--- config.mk ---
export PLATFORM = sky130hd
export DESIGN_NAME = pi_dds_core
export DESIGN_NICKNAME = d
export VERILOG_FILES = /design/src/rtl/pi_dds_pkg.sv /design/src/rtl/pi_dds_step_hold.sv /design/src/rtl/pi_dds_accum.sv /design/src/rtl/pi_dds_core.sv
export SDC_FILE = /design/constraint.sdc
export NUM_CORES = 1
export LEC_CHECK = 0
export BUFFER_PORTS_ARGS = -buffer_cell sky130_fd_sc_hd__buf_2
export CORE_UTILIZATION = 40
export CTS_BUF_LIST = sky130_fd_sc_hd__clkbuf_4
export DETAILED_ROUTE_END_ITERATION = 6
export GPL_TIMING_DRIVEN = 0
export SYNTH_ARGS = -nofsm -noshare
export SYNTH_HDL_FRONTEND = slang
export SYNTH_SLANG_ARGS = --single-unit
export TNS_END_PERCENT = 20
--- constraint.sdc ---
create_clock -name clk -period 4.2 [get_ports clk]
set_input_delay 0.21 -clock clk [delete_from_list [all_inputs] [get_ports clk]]
set_output_delay 0.21 -clock clk [all_outputs]
set_load 0.1 [all_outputs]
--- src/rtl/pi_dds_pkg.sv ---
package pi_dds_pkg;

  // Cycle kind of the accumulator sequencer
  typedef enum logic [1:0] {
    PH_IDLE  = 2'd0,  // first cycle after reset, no pulse
    PH_RUN   = 2'd1,  // pulsed cycle, register advances
    PH_STALL = 2'd2   // cycle after a carry, no pulse, no advance
  } phase_kind_t;

  localparam int unsigned RESET_STEP = 1;

endpackage

--- src/rtl/pi_dds_step_hold.sv ---
module pi_dds_step_hold #(
  parameter int unsigned ACC_W = 4
) (
  input  logic             clk,
  input  logic             rst,
  input  logic             load_req,
  input  logic [ACC_W-1:0] load_word,
  input  logic             commit,
  output logic [ACC_W-1:0] eff_step
);
  import pi_dds_pkg::*;

  logic [ACC_W-1:0] act_q;
  logic [ACC_W-1:0] pend_q;
  logic             pend_v;
  logic             load_ok;

  // Only words in 1..2^N-1 are legal; zero is the one illegal N-bit value
  function automatic logic word_legal(input logic [ACC_W-1:0] w);
    return (w != '0);
  endfunction

  assign load_ok  = load_req && word_legal(load_word);
  assign eff_step = (commit && pend_v) ? pend_q : act_q;

  always_ff @(posedge clk) begin
    if (rst) begin
      act_q  <= ACC_W'(RESET_STEP);
      pend_q <= '0;
      pend_v <= 1'b0;
    end else begin
      act_q <= eff_step;
      if (load_ok) begin
        pend_q <= load_word;
        pend_v <= 1'b1;
      end else if (commit) begin
        pend_v <= 1'b0;
      end
    end
  end

endmodule

--- src/rtl/pi_dds_accum.sv ---
module pi_dds_accum #(
  parameter int unsigned ACC_W = 4
) (
  input  logic                    clk,
  input  logic                    rst,
  input  logic [ACC_W-1:0]        step,
  output logic [ACC_W-1:0]        acc,
  output pi_dds_pkg::phase_kind_t kind,
  output logic                    carry
);
  import pi_dds_pkg::*;

  localparam int unsigned SUM_W = ACC_W + 1;

  logic [ACC_W-1:0] acc_q;
  phase_kind_t      kind_q;
  logic [SUM_W-1:0] sum_w;

  function automatic logic [SUM_W-1:0] wide_add(input logic [ACC_W-1:0] a,
                                                input logic [ACC_W-1:0] b);
    return {1'b0, a} + {1'b0, b};
  endfunction

  assign sum_w = wide_add(acc_q, step);
  assign carry = (kind_q == PH_RUN) && sum_w[ACC_W];
  assign acc   = acc_q;
  assign kind  = kind_q;

  always_ff @(posedge clk) begin
    if (rst) begin
      acc_q  <= '0;
      kind_q <= PH_IDLE;
    end else begin
      unique case (kind_q)
        PH_RUN: begin
          acc_q  <= sum_w[ACC_W-1:0];
          kind_q <= sum_w[ACC_W] ? PH_STALL : PH_RUN;
        end
        default: kind_q <= PH_RUN;
      endcase
    end
  end

endmodule

--- src/rtl/pi_dds_core.sv ---
module pi_dds_core #(
  parameter int unsigned ACC_W = 4
) (
  input  logic             clk,
  input  logic             rst,
  input  logic [ACC_W-1:0] step_word,
  input  logic             step_load,
  output logic [ACC_W-1:0] phase_code,
  output logic             pulse_en,
  output logic             wrap_flag,
  output logic             period_mark
);
  import pi_dds_pkg::*;

  logic [ACC_W-1:0] act_step;
  logic [ACC_W-1:0] acc_val;
  phase_kind_t      cyc_kind;
  logic             add_carry;
  logic             at_start;

  assign at_start = (cyc_kind == PH_RUN) && (acc_val == '0);

  pi_dds_step_hold #(.ACC_W(ACC_W)) u_step (
    .clk       (clk),
    .rst       (rst),
    .load_req  (step_load),
    .load_word (step_word),
    .commit    (at_start),
    .eff_step  (act_step)
  );

  pi_dds_accum #(.ACC_W(ACC_W)) u_acc (
    .clk   (clk),
    .rst   (rst),
    .step  (act_step),
    .acc   (acc_val),
    .kind  (cyc_kind),
    .carry (add_carry)
  );

  assign phase_code  = acc_val;
  assign pulse_en    = (cyc_kind == PH_RUN);
  assign wrap_flag   = add_carry;
  assign period_mark = at_start;

endmodule

# --- Yosys cells after proc, flatten, opt, wreduce, memory -nomap -nowiden ---
# Index checks and enable logic that the tools add are counted.
op_classes:
  add_sub_neg: 1
  n_bitwise: 1
  magnitude_cmp: 0
  reduce_logical: 8
  eq_ne: 1
  n_div: 0
  mux: 5
  n_mul: 0
  n_shift: 0
ops:
  columns: ["operator", "count"]
  rows:
  - ["adder 4 x 4 -> 5 bit", 1]
  - ["logical AND 1 bit", 4]
  - ["zero test 4 bit", 1]
  - ["2-to-1 mux 4 bit", 1]
  - ["nonzero test 4 bit", 1]
  - ["2-to-1 mux 1 bit", 3]
  - ["equality test 2 x 1 -> 1 bit, second input constant", 1]
  - ["2-to-1 mux 2 bit", 1]
  - ["nonzero test 2 bit", 1]
  - ["OR reduction 2 bit", 1]
  - ["inverter 1 bit", 1]
word_totals:
  memories: 0
  out_inout_bits: 7
  register_bits: 15
  ram_bits: 0
  mem_bits_ro: 0
  latchBits: 0

# --- Longest topological paths before layout ---
logic_depth:
  ltp_word: 7
  ltp_mapped: 9
  depth_no_buf: 9

# --- Cells and area by module ---
# From an unflattened synthesis, not the netlist that was laid out.
unflattened:
  cells_unflattened: 84
  hier_area_um2: 783.3
by_module_without_submodules:
  columns: ["module", "seq_area_each_um2", "area_per_inst_um2", "cells_each", "instances"]
  rows:
  - ["pi_dds_step_hold", 180.2, 412.9, 44, 1]
  - ["pi_dds_accum", 120.1, 351.6, 37, 1]
  - ["pi_dds_core", 0.0, 18.8, 3, 1]

# --- Least setup slack after synthesis ---
# Ideal clock, no wire load.
synth_timing:
  path_kind: "reg-to-output"
  start: "register u_acc.acc_q[3] (netlist: u_acc.acc[3])"
  end: "output wrap_flag"
  path_stages_with_launch: 8
  path_slack_ns: 0.536
  required_time_ns: 3.990
  t_arrival_ns: 3.454
  n_path_buf: 0
  cell_sequence: "dfxtp_1 or4_4 o31ai_2 nand2_1 ha_1 a21o_1 a21oi_1 nor2_1"
synth_via:
  elab_chain_len: 6
synth_lines:
  columns: ["element", "line_no", "text"]
  rows:
  - ["start, declared", "pi_dds_accum.sv:15", "logic [ACC_W-1:0] acc_q;"]
  - ["start signal, assigned", "pi_dds_accum.sv:36", "acc_q <= sum_w[ACC_W-1:0];"]
  - ["zero test 4 bit", "pi_dds_core.sv:21", "assign at_start = (cyc_kind == PH_RUN) && (acc_val == '0);"]
  - ["logical AND 1 bit", "pi_dds_core.sv:21", null]
  - ["logical AND 1 bit", "pi_dds_step_hold.sv:24", "assign eff_step = (commit && pend_v) ? pend_q : act_q;"]
  - ["2-to-1 mux 4 bit", "pi_dds_step_hold.sv:24", null]
  - ["via act_step[2]", "pi_dds_core.sv:15", "logic [ACC_W-1:0] act_step;"]
  - ["adder 4 x 4 -> 5 bit", "pi_dds_accum.sv:21", "return {1'b0, a} + {1'b0, b};"]
  - ["logical AND 1 bit", "pi_dds_accum.sv:25", "assign carry = (kind_q == PH_RUN) && sum_w[ACC_W];"]
  - ["end, declared", "pi_dds_core.sv:10", "output logic wrap_flag,"]
# The timed path passes the listed nets, and every way through them passes these cells.

# --- Worst setup path after layout ---
# Same ends and word-level chain as after synthesis.

==> flow_summary.toml <==
[sta]
rsz0062_at_grt = "no"
period_share = 0.768
worstMarginPinSlew_ns = 0.506
setup_ws_ns = 0.975
finalSetupTns_ns = 0
clock_skew_ns = 0.000572
finalMaxSlewViolations = 0
fin_crit_ns = 3.22
holdWs_ns = 0.176
setup_viol = 0
fmaxAchievable_mhz = 310
finalHoldViolations = 0
relSlewSlack = 0.659

[clocking]
clock_path_buffers = 2
ctsHtreeMaxLevel = 1
clkSlewWorstSetupHoldPaths_ns = 0.09
clkSinkCount = 15
root_buffer = "clkbuf_4"
cts_tree = "built"
cts_setup_buffers = 0
cts_buffers = 3
hold_buffers = 0
clkLatencyLatePin_ns = 0.28
ctsResizeCount = 0

[synthesis]
ys_seq_area_frac = 0.404
synth_area_leaders = "dfxtp_1, a21oi_1, ha_1"
synth_common_cells = "dfxtp_1, nand2_1, a21oi_1"
async_flop_share = 0
synth_cell_types = 30
synth_top_cell_by_area = "dfxtp_1"
synth_cells = 81
synthesis.nets = 93
synthDominantCellAreaShare = 0.404
yosys_warnings = 0
syn_avg_cell_area_um2 = 9.18
synth_seq_cells = 15
syn_area_um2 = 743
synth_edf_count = 0
yosys_most_used_dff = "dfxtp_1"
yosysMostFrequentCell = "dfxtp_1"

[floorplan]
core_mm2 = 0.00173
io_pins = 14
rows = 15
dieArea_mm2 = 0.00203
die_h_um = 45.1
start_util = 0.430
die_w_um = 45.1

[critical_path]
end_kind = "output pin"
cp_max_fo = 5
setup.worst_path.start_class = "flip-flop"
crit_end = "wrap_flag"
rr_endpoint = "u_acc.kind[0]"
crit_type = "flip-flop to output pin"
rr_startpoint = "u_acc.acc[3]"
reg2reg_slack_ns = 1.62
crit_start = "u_acc.acc[3]"
r2r_cells = 8
cp.arrival_ns = 3.01
required_ns = 3.99

[power]
leakagePower_nw = 0.386
p_total_w = 0.000331
power_density_mw_per_mm2 = 384
peakVddDrop_mv = 0.200

[cells_and_area]
drive_gt1_frac = 0.268
synthToLayoutAreaGrowth_pct = 16.0
fin_nets = 110
antennaDiodeCount = 0
post-route-util = 0.499

[place]
io_buffers = 12
dp_slack_ns = 1.30
place_congestion = 0.776
hpwl_um = 1090

[hold_path]
hold_path_class = "input pin to flip-flop"

[outcome]
status = "finished, final reports clean"

[grt]
grtUsageTotal = 0.169
grt_pass1_wl_um = 2450
grt_pass1_vias = 555
antenna_found_initial = 0
overflow = 0
grt_max_degree = 11

[drt]
drtPass1Iterations = 2
vias_per_cell = 5.04
ant_nets = 0
drc = 0
drt-initial-drc-count = 2
routed_wl_um = 1440
wl_per_cell_um = 11.8
dr_total_vias = 615

[run]
cap_viol_max_count = 0
power breakdown:
group          switching, W  leakage, nW  internal [W]
clock network     0.0000467       0.0177     0.0000353
logic             0.0000672        0.246     0.0000232
registers        0.00000861        0.123      0.000150
total              0.000123        0.386      0.000209
state kept, by name, indices dropped and copies added, names as in the netlist:
signal,cells
u_acc.acc,4
u_step.act_q,4
u_step.pend_q,4
u_acc.kind,2
u_step.pend_v,1
metrics by stage:
stage | instances | cell area (µm²)
2_1_floorplan | 81 | 743
3_3_place_gp | 118 | 835
3_5_place_dp | 118 | 835
4_1_cts | 122 | 862
5_1_grt | 122 | 862
6_report | 122 | 862
routing by layer:
layer	share of wire	track usage	up-vias
met5	0	0	-
met4	0.0083	0.0909	0
met3	0.021	0.0240	2
met2	0.47	0.287	8
met1	0.50	0.205	279
li1	-	-	326
worst max-delay path: stages (launching register included):
cell     delay [ns]
dfxtp_1        0.38
nor4_2         0.47
nand3_2        0.15
mux2_1         0.34
ha_1           0.21
fa_1           0.41
a21o_1         0.20
a21oi_1        0.22
nor2_1         0.06
buf_2          0.29
cells in the final DEF, fill, tap and decap left out:
master,instances
mux2i_1,1
nor2_1,6
nand2b_1,1
inv_2,1
mux2_1,1
a21oi_1,11
a22oi_1,1
o21ai_1,1
xnor2_1,1
nand2_1,13
o41ai_2,1
or4_4,1
clkinv_2,1
nor2b_1,1
a2111o_1,1
ha_1,4
nor3_1,1
nand3_1,2
buf_2,12
clkbuf_2,1
o31ai_2,3
inv_1,1
nand3_2,1
a21o_1,1
clkbuf_1,2
clkbuf_4,3
a211oi_1,1
dfxtp_1,15
fa_1,1
nor4_2,1
nand3b_1,1
nand4_1,4
o21ba_2,1
kinds of logic (layout without fill, tap and decap cells):
logic type | Yosys count | in the layout | share of synthesized area
AND/OR/NAND/NOR | 32 | 32 | 0.222
AO/OA/AOI/OAI | 21 | 21 | 0.212
XOR/XNOR | 1 | 1 | 0.0118
buffers and inverters | 5 | 21 | 0.0269
flip-flops | 15 | 15 | 0.404
adder cells (fa/ha/maj) | 5 | 5 | 0.0943
multiplexers | 2 | 2 | 0.0286
final cells by class:
type                            instances  area (µm²)
Multi-Input combinational cell         61         423
Clock inverter                          1        5.00
Timing Repair Buffer                   12        60.1
Inverter                                2        7.51
Tap cell                               25        31.3
Fill cell                             177         865
Buffer                                  3        12.5
Clock buffer                            3        22.5
Sequential cell                        15         300
how the worst min path moves through the flow:
stage / start / to / slack (ns) / cells past startpoint
detailed placement: u_step.pend_q[1] / u_step.pend_q[1] / 0.45 / 2
global placement: u_step.pend_q[1] / u_step.pend_q[1] / 0.45 / 2
CTS: step_word[1] / u_step.pend_q[1] / 0.17 / 3
finish: step_word[1] / u_step.pend_q[1] / 0.18 / 3
floorplan: step_word[1] / u_step.pend_q[1] / 0.35 / 2
global route: step_word[1] / u_step.pend_q[1] / 0.18 / 3
Note: power is estimated with default switching activity, not from simulation.
